--- config.mk ---
export PLATFORM = sky130hd
export DESIGN_NAME = pcm_tune_ctrl
export DESIGN_NICKNAME = d
export VERILOG_FILES = /design/src/rtl/pcm_tune_ctrl.sv
export SDC_FILE = /design/constraint.sdc
export NUM_CORES = 1
export LEC_CHECK = 0
export ABC_AREA = 1
export ABC_CLOCK_PERIOD_IN_PS = 4920
export BUFFER_PORTS_ARGS = -buffer_cell sky130_fd_sc_hd__buf_2
export CAP_MARGIN = 30
export CORE_MARGIN = 5
export CORE_UTILIZATION = 50
export CTS_CLUSTER_DIAMETER = 150
export DETAILED_ROUTE_END_ITERATION = 8
export PLACE_DENSITY = 0.79
export SYNTH_ARGS = -nofsm -noshare
export SYNTH_HDL_FRONTEND = slang
export SYNTH_SLANG_ARGS = --single-unit
--- constraint.sdc ---
create_clock -name clk -period 4.92 [get_ports clk]
set_input_delay 1.23 -clock clk [delete_from_list [all_inputs] [get_ports clk]]
set_output_delay 1.23 -clock clk [all_outputs]
set_load 0.05 [all_outputs]
--- src/rtl/pcm_tune_ctrl.sv ---
module pcm_tune_ctrl #(
  parameter int ADDR_W = 8,
  parameter int LVL_W  = 12,
  parameter int AMP_W  = 10,
  parameter int TMR_W  = 8,
  parameter int ITER_W = 6,
  parameter int SH_W   = 3
) (
  input  logic              clk,
  input  logic              rst_n,
  input  logic              req_valid,
  input  logic [ADDR_W-1:0] req_gate,
  input  logic [LVL_W-1:0]  req_target,
  output logic              ack,
  output logic              ack_ok,
  output logic              ack_err,
  output logic [ITER_W-1:0] ack_iters,
  input  logic              cfg_invert,
  input  logic [LVL_W-1:0]  cfg_tol,
  input  logic [SH_W-1:0]   cfg_shift,
  input  logic [AMP_W-1:0]  cfg_am_amp_min,
  input  logic [AMP_W-1:0]  cfg_am_amp_max,
  input  logic [AMP_W-1:0]  cfg_cr_amp_min,
  input  logic [AMP_W-1:0]  cfg_cr_amp_max,
  input  logic [TMR_W-1:0]  cfg_am_width,
  input  logic [TMR_W-1:0]  cfg_cr_width,
  input  logic [TMR_W-1:0]  cfg_settle,
  input  logic [ITER_W-1:0] cfg_max_iter,
  output logic              drv_strobe,
  output logic              drv_kind,
  output logic [AMP_W-1:0]  drv_amp,
  output logic [TMR_W-1:0]  drv_width,
  output logic [ADDR_W-1:0] drv_gate,
  input  logic              mon_valid,
  input  logic [LVL_W-1:0]  mon_level
);

  localparam int PAD_W = LVL_W - AMP_W;

  typedef enum logic [1:0] {S_IDLE, S_MEAS, S_PULSE, S_SETTLE} st_t;

  st_t               st;
  logic [ADDR_W-1:0] gate_q;
  logic [LVL_W-1:0]  tgt_q;
  logic [ITER_W-1:0] iter_q;
  logic [TMR_W-1:0]  tmr_q;

  logic              above, in_tol, nkind;
  logic [LVL_W-1:0]  diff, scaled, amin, amax;
  logic [AMP_W-1:0]  namp;
  logic [TMR_W-1:0]  nwid, wlen;

  assign above  = mon_level > tgt_q;
  assign diff   = above ? mon_level - tgt_q : tgt_q - mon_level;
  assign in_tol = diff <= cfg_tol;
  assign nkind  = ~above ^ cfg_invert;
  assign scaled = diff >> cfg_shift;
  assign amin   = {{PAD_W{1'b0}}, nkind ? cfg_am_amp_min : cfg_cr_amp_min};
  assign amax   = {{PAD_W{1'b0}}, nkind ? cfg_am_amp_max : cfg_cr_amp_max};
  assign namp   = scaled > amax ? amax[AMP_W-1:0] :
                  scaled < amin ? amin[AMP_W-1:0] : scaled[AMP_W-1:0];
  assign nwid   = nkind ? cfg_am_width : cfg_cr_width;
  assign wlen   = (nwid == '0) ? TMR_W'(1) : nwid;

  assign drv_strobe = (st == S_PULSE);
  assign drv_gate   = drv_strobe ? gate_q : '0;

  always_ff @(posedge clk) begin
    if (!rst_n) begin
      st        <= S_IDLE;
      gate_q    <= '0;
      tgt_q     <= '0;
      iter_q    <= '0;
      tmr_q     <= '0;
      drv_kind  <= 1'b0;
      drv_amp   <= '0;
      drv_width <= '0;
      ack       <= 1'b0;
      ack_ok    <= 1'b0;
      ack_err   <= 1'b0;
      ack_iters <= '0;
    end else begin
      ack     <= 1'b0;
      ack_ok  <= 1'b0;
      ack_err <= 1'b0;
      case (st)
        S_IDLE: if (req_valid) begin
          gate_q <= req_gate;
          tgt_q  <= req_target;
          iter_q <= '0;
          st     <= S_MEAS;
        end
        S_MEAS: if (mon_valid) begin
          if (in_tol || iter_q == cfg_max_iter) begin
            ack       <= 1'b1;
            ack_ok    <= in_tol;
            ack_err   <= ~in_tol;
            ack_iters <= iter_q;
            st        <= S_IDLE;
          end else begin
            drv_kind  <= nkind;
            drv_amp   <= namp;
            drv_width <= wlen;
            tmr_q     <= wlen - TMR_W'(1);
            iter_q    <= iter_q + ITER_W'(1);
            st        <= S_PULSE;
          end
        end
        S_PULSE: begin
          if (tmr_q == '0) begin
            drv_kind  <= 1'b0;
            drv_amp   <= '0;
            drv_width <= '0;
            if (cfg_settle == '0) st <= S_MEAS;
            else begin
              tmr_q <= cfg_settle - TMR_W'(1);
              st    <= S_SETTLE;
            end
          end else tmr_q <= tmr_q - TMR_W'(1);
        end
        S_SETTLE: begin
          if (tmr_q == '0) st <= S_MEAS;
          else tmr_q <= tmr_q - TMR_W'(1);
        end
        default: st <= S_IDLE;
      endcase
    end
  end


  ack_pulse_chk: assert property (@(posedge clk) disable iff (!rst_n) ack |=> !ack);

  ack_status_chk: assert property (@(posedge clk) disable iff (!rst_n)
    ack |-> (ack_ok != ack_err));

  iter_limit_chk: assert property (@(posedge clk) disable iff (!rst_n)
    ack |-> (ack_iters <= cfg_max_iter));

  release_chk: assert property (@(posedge clk) disable iff (!rst_n)
    !drv_strobe |-> (drv_amp == '0 && drv_width == '0 && !drv_kind && drv_gate == '0));

  amp_range_chk: assert property (@(posedge clk) disable iff (!rst_n)
    drv_strobe |-> (drv_kind ? (drv_amp >= cfg_am_amp_min && drv_amp <= cfg_am_amp_max)
                             : (drv_amp >= cfg_cr_amp_min && drv_amp <= cfg_cr_amp_max)));

  pulse_hold_chk: assert property (@(posedge clk) disable iff (!rst_n)
    (drv_strobe && $past(drv_strobe)) |-> ($stable(drv_amp) && $stable(drv_kind) && $stable(drv_gate)));

  no_ack_in_pulse_chk: assert property (@(posedge clk) disable iff (!rst_n)
    drv_strobe |-> !ack);

endmodule

==> impl_results.md, run 1 <==
* Number of global-route vias before repair at 6673
* Largest net degree at the start of global routing at 36
* DRT antenna net count at 0
* Relative slew margins at 34.6%
* GP Congestion at 0.936
* Syn nets at 1169
* Metal3 WL at 1330 um
* Initial antenna violation count at 0
* R2R cell count at 28
* Vias at 7293
* Final Critical Period at 4850 ps
* Post-DP HPWL at 15100 um
* Slowest stage delay, CP at 440 ps
* Aggregate routed wire length at 19600 um
* Synth area leaders: dfxtp_1 (20%), nand2_1 (13%), ha_1 (13%), inv_1 (9.0%), nand3_1 (7.3%)
* Yosys top cell by area: dfxtp_1
* Critical Path Start Type: input pin
* Die ar. at 0.0150 sq mm
* Per-cell routed wire length at 13.7 um
* Status: complete, no violations
* CTS Buffer Depth at 2
* DIE HEIGHT at 122 um
* Mapped cell area at 0.00631 sq mm
* CP Data Arrival Time at 5110 ps
* Port-buffer cells at 158
* CTS Hold Bufs at 0
* Flop2flop setup slack at 680 ps
* Nets at 1439
* Top_reg_cell synth: dfxtp_1
* Clk_lat worst skew at 340 ps
* Metal-1 WL at 8150 um
* Post-Synthesis Cells at 980
* Seq/Total Area, Yosys at 20.3%
* Clock skew at 10.3 ps
* Die extent in x at 122 um
* Power per cell area at 631 mW/mm^2
* Final hold violation count at 0
* Crit path max-delay family: simple AND/OR/NAND/NOR gates
* CP bufs+invs at 8
* Hold_sp: drv_amp[4]
* H-tree lvl count at 3
* Fraction of final layout cells sized beyond drive strength 1 at 33.9%
* Achievable Freq at 206 MHz
* Routed met2 length at 9570 um
* Drt pass-1 iters at 6
* Max VDD drop at 0.317 mV
* Aggregate global-route resource usage at 24.2%
* Area grow syn2layout at 40.3%
* Hold path depth at 2
* Worst hold margin at 463 ps
* Clock transition at path regs at 60 ps
* Synth warnings at 0
* Highest Signal Layer: met4
* Antenna diodes at 0
* Worst reg2reg endpoint: drv_amp[2]
* Drt via density at 5.11
* Max Slew Vio Count at 0
* Leak Pwr at 0.00479 uW
* Critical path type: input pin to flip-flop
* Post-Place Cells at 1393
* I/O Pins at 159
* Worst Path Max Fanout at 6
* Filler cell count at 1066
* Util after Layout at 70.7%
* CP max-delay cell: or4_1
* Fin cells at 1427
* Critical path required time at 5180 ps
* Hold EP: drv_amp[4]
* Worst r2r src: tgt_q[0]
* Core outline area at 0.0125 sq mm
* Num CTS Buffers at 9
* Least-Margin Pin Slew at 978 ps
* Post-synth ARST share at 0%
* Cell Chain, Critical Path: buf_4 -> inv_2 -> ha_4 -> inv_2 -> fa_2 -> nand3_2 -> nand3_2 -> nand3_2 -> nand3_4 -> nand2_8 -> buf_12 -> xor2_4 -> buf_12 -> buf_6 -> mux2i_2 -> ha_1 -> nand4_1 -> or4_1 -> a21oi_2 -> buf_4 -> clkinvlp_4 -> a21oi_2 -> nand2_1 -> a21oi_2
* Hold WC Path Type: flip-flop to flip-flop
* Syn Area/Cell at 6.44 sq um
* Max-Cap Viols at 0
* Synth cell types at 57
* Detailed-route DRC error count at 0
* First-pass GRT wire length at 29600 um
* Gr ovfl total at 0
* Sink Count at 64
* # rows at 41
* DRT iter0 DRCs at 596
* CTS tree: built
* Root Driver: clkbuf_16
* #FFs+latches synth at 64
* Initial core utilization at 50.4%
* Final Power at 5590 uW
* CP Capture Type: flip-flop
* Period utilisation layout at 98.5%
* EDFF count, synth at 0
* Post-synth top area share at 20.3%
* Final setup violation count at 0
## logic make-up (layout without fill, tap and decap cells)
family | count (synthesis) | after routing | share of synthesized area (%)
adders and majority gates | 67 | 67 | 13.5
DFF | 64 | 64 | 20.3
muxes | 10 | 10 | 1.59
xor gates and xnor gates | 32 | 32 | 4.86
and+or+nand+nor | 454 | 455 | 32.9
AOI/OAI and AO/OA | 165 | 165 | 14.9
buffers and inverters | 188 | 462 | 12.0
## cell type report
type                            instances  area [sq um]  area share (%)
Multi-Input combinational cell        729          4580            51.7
Timing Repair Buffer                  284          1860            21.0
Sequential cell                        64          1280            14.5
Inverter                              160           609            6.88
Clock buffer                            9           225            2.54
Tap cell                              172           215            2.43
Clock inverter                          7          71.3           0.805
Timing Repair inverter                  2          15.0           0.170
## layer usage
layer / GRT usage [%] / up-vias
met3: 4.88 / 46
met2: 42.1 / 261
li1: - / 3723
met4: 8.05 / 0
met1: 29.8 / 3263
met5: 0 / -
## registers in the layout, indices dropped and copies added, names as in the netlist, 2 cells and up
name / flops
tgt_q: 12
drv_amp: 10
drv_width: 8
gate_q: 8
tmr_q: 8
ack_iters: 6
iter_q: 6
st: 2
## through the flow
stage | setup WS (ps) | setup TNS (ps) | cell area [sq um]
2_1_floorplan | 29.6 | 0 | 6310
3_3_place_gp | -270 | -6760 | 8050
3_5_place_dp | -429 | -9520 | 8050
4_1_cts | 1.86 | 0 | 8350
5_1_grt | -148 | -850 | 8850
6_report | 71.5 | 0 | 8850
## power breakdown
| group | internal [uW] | switching, uW | leakage, uW |
|---|---|---|---|
| clock | 393 | 259 | 0.000150 |
| sequential | 690 | 114 | 0.000525 |
| combinational | 1720 | 2420 | 0.00412 |
## worst reg2reg max path: cells and delay by family, from the launching register on
family	cells	cell delay (ps)
buffers and inverters	9	1060
AOI/OAI and AO/OA	6	900
adders and majority gates	3	810
and+or+nand+nor	9	780
DFF	1	340
xor gates and xnor gates	1	200
## cell usage in the layout, fill, tap and decap left out, drive strengths merged, types with 2 or more instances in the layout
cell type and instances:
dfxtp 64, o21bai 2, and3 2, nor3 11, clkinv 7, xor2 27
o21ai 61, xnor2 5, a21oi 72, fa 2, or2 3, clkinvlp 3
nand3 98, buf 282, o22ai 9, a22oi 7, a221oi 3, inv 158
clkbuf 11, nor3b 2, nand4 10, mux2i 10, ha 65, nand2 243
nor2 81, a211oi 3
## synth_stat cells (2+ instances only)
cell	n
nand3_2	4
nand4_1	10
xnor2_1	5
or2_2	2
o21ai_0	61
a211oi_1	3
buf_2	7
fa_1	2
ha_1	65
inv_2	4
and3_1	2
inv_1	152
nand2_2	18
a21oi_1	65
nor2_1	78
o22ai_1	9
dfxtp_1	64
buf_4	2
o21bai_1	2
nand3_4	2
xor2_1	25
nor3_2	3
nor2_4	2
a21oi_2	7
nand3_1	92
nor3_1	7
nand2_4	3
nand2_1	220
buf_6	2
a22oi_1	7
mux2i_1	10
a221oi_1	2
clkinv_1	3
clkbuf_1	16
nor3b_1	2
## worst max-delay path by stage
stage / start / end / slack (ps) / depth (start not counted)
3_3_place_gp: mon_level[0] / iter_q[5] / -270 / 29
2_1_floorplan: mon_level[0] / drv_amp[0] / 30 / 22
3_5_place_dp: mon_level[0] / iter_q[4] / -430 / 29
4_1_cts: mon_level[0] / drv_width[1] / 2 / 29
6_report: mon_level[0] / drv_amp[5] / 70 / 24
5_1_grt: mon_level[0] / drv_amp[5] / -150 / 30
## what timing repair did
item,4_1_cts,5_1_grt
setup buffers,0,13
pin swaps,0,36
setup endpoints to repair,1,42
resized for setup,1,94
cloned,0,5
Power figures use the tool's default switching activity.
==> run 2: changes to the inputs <==
Settings changed: PLACE_DENSITY 0.79 to 0.78.
==> impl_results.md, run 2 (synthesis results as in run 1) <==
* Crit path max-delay family: simple AND/OR/NAND/NOR gates
* DRT iter0 DRCs at 419 (-30%)
* Clock share of power at 13.3% (+1.6 points)
* Least-Margin Pin Slew at 888 ps (-90.0 ps)
* Final Critical Period at 4790 ps (-59.8 ps)
* Drt pass-1 iters at 5 (-1)
* Register share of total power at 15.2% (+0.8 points)
* Largest net degree at the start of global routing at 36 (unchanged)
* Critical path required time at 5180 ps (about the same)
* # rows at 41 (unchanged)
* Post-Place Cells at 1378 (-1.1%)
* CP Capture Point: drv_amp[0]
* Grt met3 use at 4.65% (-0.23 points)
* CP max-delay cell: or4_4
* H-tree lvl count at 3 (unchanged)
* Antenna diodes at 0 (unchanged)
* Fraction of final layout cells sized beyond drive strength 1 at 31.1% (-2.8 points)
* Pint at 2650 uW (-5.4%)
* Aggregate global-route resource usage at 23.7% (-0.52 points)
* Max FFs per register at 12 (unchanged)
* Critical Path Start Type: input pin
* Filler cell count at 1123 (+5.3%)
* Crit. path cell count at 27 (+13%)
* Most frequent cells in the layout: nand2_1 (212), buf_2 (158), inv_1 (148), buf_4 (97), nand3_1 (85)
* Per-cell routed wire length at 13.3 um (-3.0%)
* Psw at 2640 uW (-5.5%)
* Switching share of power at 49.9% (about the same)
* Most used cell, CP: nand2_1
* Final instance area at 0.00854 sq mm (-3.6%)
* Flop2flop setup slack at 820 ps (+140 ps)
* Achievable Freq at 209 MHz (+1.2%)
* CP bufs+invs at 7 (-1)
* CTS Buffer Depth at 2 (unchanged)
* CP Data Arrival Time at 5050 ps (-60 ps)
* Final hold violation count at 0 (unchanged)
* Area of the multi-input gates at 0.00447 sq mm (-2.5%)
* Placed Area at 0.00792 sq mm (-1.6%)
* CTS Hold Bufs at 0 (unchanged)
* Port-buffer cells at 158 (unchanged)
* Root Driver: clkbuf_16
* Vias at 7120 (-2.4%)
* Initial antenna violation count at 0 (unchanged)
* Clock skew at 6.20 ps (-4.12 ps)
* Combinational share of power at 71.5% (-2.5 points)
* Leak Pwr at 0.00465 uW (-3.0%)
* Number of global-route vias before repair at 6467 (-3.1%)
* Fin cells at 1403 (-1.7%)
* Hold WC Path Type: flip-flop to flip-flop
* Worst reg2reg endpoint: drv_amp[0]
* Detailed-route DRC error count at 0 (unchanged)
* Worst hold margin at 459 ps (-3.85 ps)
* Max Slew Vio Count at 0 (unchanged)
* Worst r2r src: tgt_q[0]
* Initial core utilization at 50.4% (unchanged)
* Grt met2 use at 40.0% (-2.1 points)
* DIE HEIGHT at 122 um (unchanged)
* First-pass GRT wire length at 28800 um (-2.6%)
* Biggest regs: tgt_q: 12 flops, drv_amp: 10 flops
* Most common cell after layout, fill and taps aside: nand2_1
* Relative slew margins at 40.7% (+6.1 points)
* Num CTS Buffers at 9 (unchanged)
* Period utilisation layout at 97.3% (-1.2 points)
* Die ar. at 0.0150 sq mm (unchanged)
* Nets at 1415 (-1.7%)
* Drt via density at 5.07 (-0.70%)
* Gr ovfl total at 0 (unchanged)
* Max-Cap Viols at 0 (unchanged)
* Max VDD drop at 0.465 mV (+47%)
* Post-DP HPWL at 15000 um (-0.41%)
* Aggregate routed wire length at 18700 um (-4.6%)
* Slowest stage delay, CP at 490 ps (+50 ps)
* Final setup violation count at 0 (unchanged)
* Core outline area at 0.0125 sq mm (unchanged)
* Final TNS setup at 0 ps (unchanged)
* I/O Pins at 159 (unchanged)
* Power per cell area at 619 mW/mm^2 (-2.0%)
* DRT antenna net count at 0 (unchanged)
* Area grow syn2layout at 35.3%
* Biggest register: tgt_q
* FF/Latch Area at 0.00128 sq mm (unchanged)
* CTS tree: built
* Critical Path Start: mon_level[0]
* Clk_lat worst skew at 340 ps (about the same)
* Met1 Use GR at 30.1% (+0.31 points)
* Status: complete, no violations
* Busiest grt layer: met2
* GP Congestion at 0.964 (+3.1%)
* Critical path type: input pin to flip-flop
* Die extent in x at 122 um (unchanged)
* Worst Path Max Fanout at 5 (-1)
* Sink Count at 64 (unchanged)
* R2R cell count at 27 (-3.6%)
* CP Capture Type: flip-flop
* Clock transition at path regs at 50 ps (about the same)
==> run 2: cell types whose count changed in the layout (fill, tap and decap cells not counted), moves of 3 or more <==
cell	previous run	this run
o21ai_0	48	53
nand2_2	32	26
buf_6	5	2
o21ai_1	9	4
a21oi_2	16	13
mux2i_2	3	0
buf_4	115	97
mux2i_1	6	10
nand2_1	205	212
==> run 2: repair_timing <==
item	in CTS	in global routing
cloned	0	2
resized for setup	1	64
pin swaps	0	16
endpoints found under the setup margin	3	42
buffers inserted	0	7
==> run 2: worst reg2reg max path, cell delays in order, from the launching register on <==
cell and delay, ps:
dfxtp_1 310, inv_1 80, ha_1 150, inv_1 70, fa_2 340, nand3_1 90, nand3_1 80, nand2_1 110
nand2_2 80, a21oi_2 170, xor2_1 170, nand2_1 80, nand2_1 70, inv_2 50, nand2_2 80, nand3_1 90
nand3_1 120, nand2_1 120, ha_4 300, nand2_1 50, inv_1 80, nand2_1 60, or4_4 490, a21oi_4 210
clkinvlp_4 200, a31oi_1 190, nand2_1 80, a21oi_2 100
==> run 2: power groups by stage <==
| stage | sequential, uW | combinational (uW) | clock, uW |
|---|---|---|---|
| finish | 802 | 3780 | 702 |
| global route | 819 | 4160 | 738 |
| CTS | 798 | 3510 | 713 |
| detailed placement | 805 | 3490 | 0 |
| global placement | 796 | 3420 | 0 |
| floorplan | 1090 | 2080 | 0 |
==> run 2: stage by stage <==
stage / setup slack, ps / utilization [%] / total power (uW)
global placement: -216 / 63.3 / 4220
floorplan: 29.6 / - / 3170
global route: -65.4 / 68.2 / 5710
CTS: 42.7 / 65.9 / 5020
finish: 131 / 68.2 / 5280
detailed placement: -353 / 63.3 / 4300
==> run 2: layout make-up <==
| cell class | instances | area share [%] |
|---|---|---|
| Clock buffer | 11 | 2.96 |
| Clock inverter | 5 | 0.923 |
| Inverter | 160 | 7.14 |
| Multi-Input combinational cell | 728 | 52.3 |
| Sequential cell | 64 | 15.0 |
| Tap cell | 172 | 2.52 |
| Timing Repair Buffer | 261 | 19.0 |
| Timing Repair inverter | 2 | 0.176 |
==> run 2: worst min-delay path by stage <==
| stage | slack (ps) | to | cells after the start | startpoint |
|---|---|---|---|---|
| 2_1_floorplan | 430 | tgt_q[11] | 2 | tgt_q[11] |
| 3_3_place_gp | 450 | drv_amp[6] | 2 | drv_amp[6] |
| 3_5_place_dp | 450 | drv_amp[6] | 2 | drv_amp[6] |
| 4_1_cts | 460 | drv_amp[6] | 2 | drv_amp[6] |
| 5_1_grt | 470 | drv_amp[6] | 2 | drv_amp[6] |
| 6_report | 460 | drv_amp[6] | 2 | drv_amp[6] |
==> run 2: metal layers <==
| metal | part of all wire, % | vias up |
|---|---|---|
| met5 | 0 | - |
| met2 | 47 | 252 |
| met1 | 43 | 3163 |
| met3 | 7.3 | 32 |
| li1 | - | 3673 |
| met4 | 2.2 | 0 |
==> run 3: changes to the inputs <==
Settings changed: ABC_AREA 1 to not set, CAP_MARGIN 30 to not set.
==> impl_results.md, run 3 <==
* Hold WC Path Type: flip-flop to flip-flop
* Initial core utilization at 51.4% (+1.0 points)
* Drt pass-1 iters at 6 (+1)
* Worst reg2reg endpoint: drv_amp[7]
* Syn nets at 969 (-17%)
* Detailed-route DRC error count at 0 (unchanged)
* Least-Margin Pin Slew at 755 ps (-133 ps)
* CP bufs+invs at 7 (unchanged)
* DIE HEIGHT at 122 um (-0.60%)
* Number of global-route vias before repair at 7716 (+19%)
* GP Congestion at 0.905 (-6.2%)
* Slowest stage delay, CP at 530 ps (+40 ps)
* Clock skew at 8.24 ps (+2.05 ps)
* Yosys top cell by area: dfxtp_1
* Flop2flop setup slack at -600 ps (-1420 ps)
* Seq/Total Area, Yosys at 20.6% (+0.27 points)
* #FFs+latches synth at 64 (unchanged)
* First-pass GRT wire length at 37600 um (+30%)
* Most common cell in the netlist: nand2_1
* Syn Area/Cell at 7.99 sq um (+24%)
* Synth warnings at 0 (unchanged)
* Aggregate global-route resource usage at 31.3% (+7.7 points)
* Power per cell area at 371 mW/mm^2 (-40%)
* Fin cells at 1330 (-5.2%)
* Placed Area at 0.00834 sq mm (+5.3%)
* Period utilisation layout at 124% (+26 points)
* Post-synth ARST share at 0% (unchanged)
* Hold path depth at 2 (unchanged)
* Antenna diodes at 0 (unchanged)
* Post-synth top cells: nand2_1 (73), ha_1 (65), dfxtp_1 (64), inv_1 (64), a21oi_1 (62)
* Core outline area at 0.0121 sq mm (-3.2%)
* Critical Path Start Type: input pin
* Synth cell types at 84 (+47%)
* Vias at 8072 (+13%)
* Root Driver: clkbuf_16
* Failing checks: negative setup slack
* Post-DP HPWL at 15700 um (+4.4%)
* CTS Buffer Depth at 2 (unchanged)
* Fraction of final layout cells sized beyond drive strength 1 at 50.6% (+19 points)
* Port-buffer cells at 158 (unchanged)
* CTS tree: built
* H-tree lvl count at 3 (unchanged)
* Post-Synthesis Cells at 780 (-20%)
* Die extent in x at 122 um (-0.60%)
* Per-cell routed wire length at 20.1 um (+51%)
* Final instance area at 0.0102 sq mm (+20%)
* Most frequent cells in the layout: buf_4 (201), buf_2 (148), nand2_1 (71), dfxtp_1 (64), inv_1 (49)
* Biggest regs: tgt_q: 12 flops, drv_amp: 10 flops
* Worst hold margin at 456 ps (-2.87 ps)
* Worst Path Max Fanout at 6 (+1)
* Final Critical Period at 6080 ps (+1290 ps)
* Final hold violation count at 0 (unchanged)
* Place WS at -1300 ps (-951 ps)
* Post-synth top area share at 20.6% (+0.27 points)
* Mapped cell area at 0.00623 sq mm (-1.3%)
* Achievable Freq at 165 MHz (-21%)
* Nets at 1346 (-4.9%)
* EDFF count, synth at 0 (unchanged)
* Clk_lat worst skew at 340 ps (about the same)
* CP max-delay cell: or4b_4
* Largest net degree at the start of global routing at 29 (-19%)
* Crit path max-delay family: compound AO/OA/AOI/OAI gates
* Max Slew Vio Count at 0 (unchanged)
* Hold EP: gate_q[6]
* Status: finished, violations left
* CP Data Arrival Time at 6340 ps (+1290 ps)
* Drt via density at 6.07 (+20%)
* DRT antenna net count at 0 (unchanged)
* Worst r2r src: tgt_q[0]
* Max-Cap Viols at 0 (unchanged)
* Most common cell after layout, fill and taps aside: buf_4
* Area grow syn2layout at 64.2%
* Max FFs per register at 12 (unchanged)
* Biggest register: tgt_q
* CP Capture Type: flip-flop
* Hold_sp: gate_q[6]
* DRT iter0 DRCs at 739 (+76%)
* Aggregate routed wire length at 26800 um (+43%)
* Final setup violation count at 40 (+40)
* Gr ovfl total at 0 (unchanged)
* RSZ-0062 raised after global routing: yes
* Num CTS Buffers at 9 (unchanged)
* Clock transition at path regs at 60 ps (about the same)
* # rows at 40 (-2.4%)
* R2R cell count at 25 (-7.4%)
* Initial antenna violation count at 0 (unchanged)
* Relative slew margins at 49.2% (+8.5 points)
* I/O Pins at 159 (unchanged)
* Post-Place Cells at 1227 (-11%)
* Leak Pwr at 0.00481 uW (+3.5%)
* Synth area leaders: dfxtp_1 (21%), ha_1 (13%), mux2i_1 (5.6%), a21oi_1 (5.0%), nand2_1 (4.4%)
* Final worst slack at -1160 ps (-1290 ps)
* Die ar. at 0.0148 sq mm (-1.2%)
* Util after Layout at 84.4% (+16 points)
* Critical path type: input pin to flip-flop
* Critical path required time at 5180 ps (about the same)
* Max VDD drop at 0.259 mV (-44%)
* Sink Count at 64 (unchanged)
* Top_reg_cell synth: dfxtp_1
==> run 3: changes by cell type in the layout (fill, tap and decap cells not counted), sizes merged, moves of 20 or more <==
cell | before | now
buf | 261 | 392
nand2 | 242 | 74
inv | 157 | 65
mux2i | 10 | 35
a21o | 0 | 20
nand3 | 98 | 24
nor2 | 81 | 53
o21ai | 61 | 28
==> run 3: where the power goes <==
| part | internal [uW] | switching, uW | leakage [uW] |
|---|---|---|---|
| logic | 1220 | 1290 | 0.00415 |
| registers | 589 | 70.8 | 0.000523 |
| clock network | 356 | 261 | 0.000135 |
| total | 2170 | 1620 | 0.00481 |
==> run 3: per-stage QoR <==
stage	TNS [ps]	power [uW]
after floorplan	-9240	1770
after global placement	-31300	2400
after detailed placement	-34150	2440
after CTS	-9080	3460
after global routing	-25740	3950
final	-22140	3790
==> run 3: cell type report <==
cell class	instances	area (sq um)
Multi-Input combinational cell	625	5410
Timing Repair Buffer	392	2780
Fill cell	654	1890
Sequential cell	64	1280
Inverter	65	262
Clock buffer	10	239
Tap cell	168	210
Clock inverter	6	42.5
==> run 3: how the worst max path moves through the flow <==
stage	startpoint	depth (start not counted)	end	slack [ps]
2_1_floorplan	mon_level[10]	25	drv_amp[7]	-1080
3_3_place_gp	mon_level[0]	25	drv_amp[7]	-1210
3_5_place_dp	mon_level[4]	25	drv_amp[8]	-1300
4_1_cts	mon_level[0]	27	drv_amp[7]	-600
5_1_grt	mon_level[3]	29	drv_amp[1]	-1240
6_report	mon_level[3]	28	drv_amp[7]	-1160
==> run 3: worst min-delay path: stages (launching register included) <==
cell,delay [ps]
dfxtp_1,310
nand2_1,50
a21oi_1,50
==> run 3: cell families after synthesis <==
group / synth area share [%]
simple gates: 20.5
compound gates: 24.2
buf+inv: 6.91
fa+ha+maj: 13.7
flops: 20.6
mux: 8.88
xor+xnor: 5.18
==> run 3: what timing repair did <==
action | 4_1_cts | 5_1_grt
resized for setup | 137 | 70
hold buffers | 0 | 0
setup buffers | 53 | 38
gates cloned | 4 | 0
setup endpoints to repair | 39 | 40
pin swaps | 50 | 55
==> run 3: routing by layer <==
| layer | global-route usage [%] | vias up | wire [um] |
|---|---|---|---|
| met1 | 36.0 | 3779 | 9740 |
| met2 | 55.3 | 527 | 12900 |
| met5 | 0 | - | 0 |
| li1 | - | 3601 | - |
| met3 | 6.31 | 165 | 2410 |
| met4 | 15.4 | 0 | 1770 |
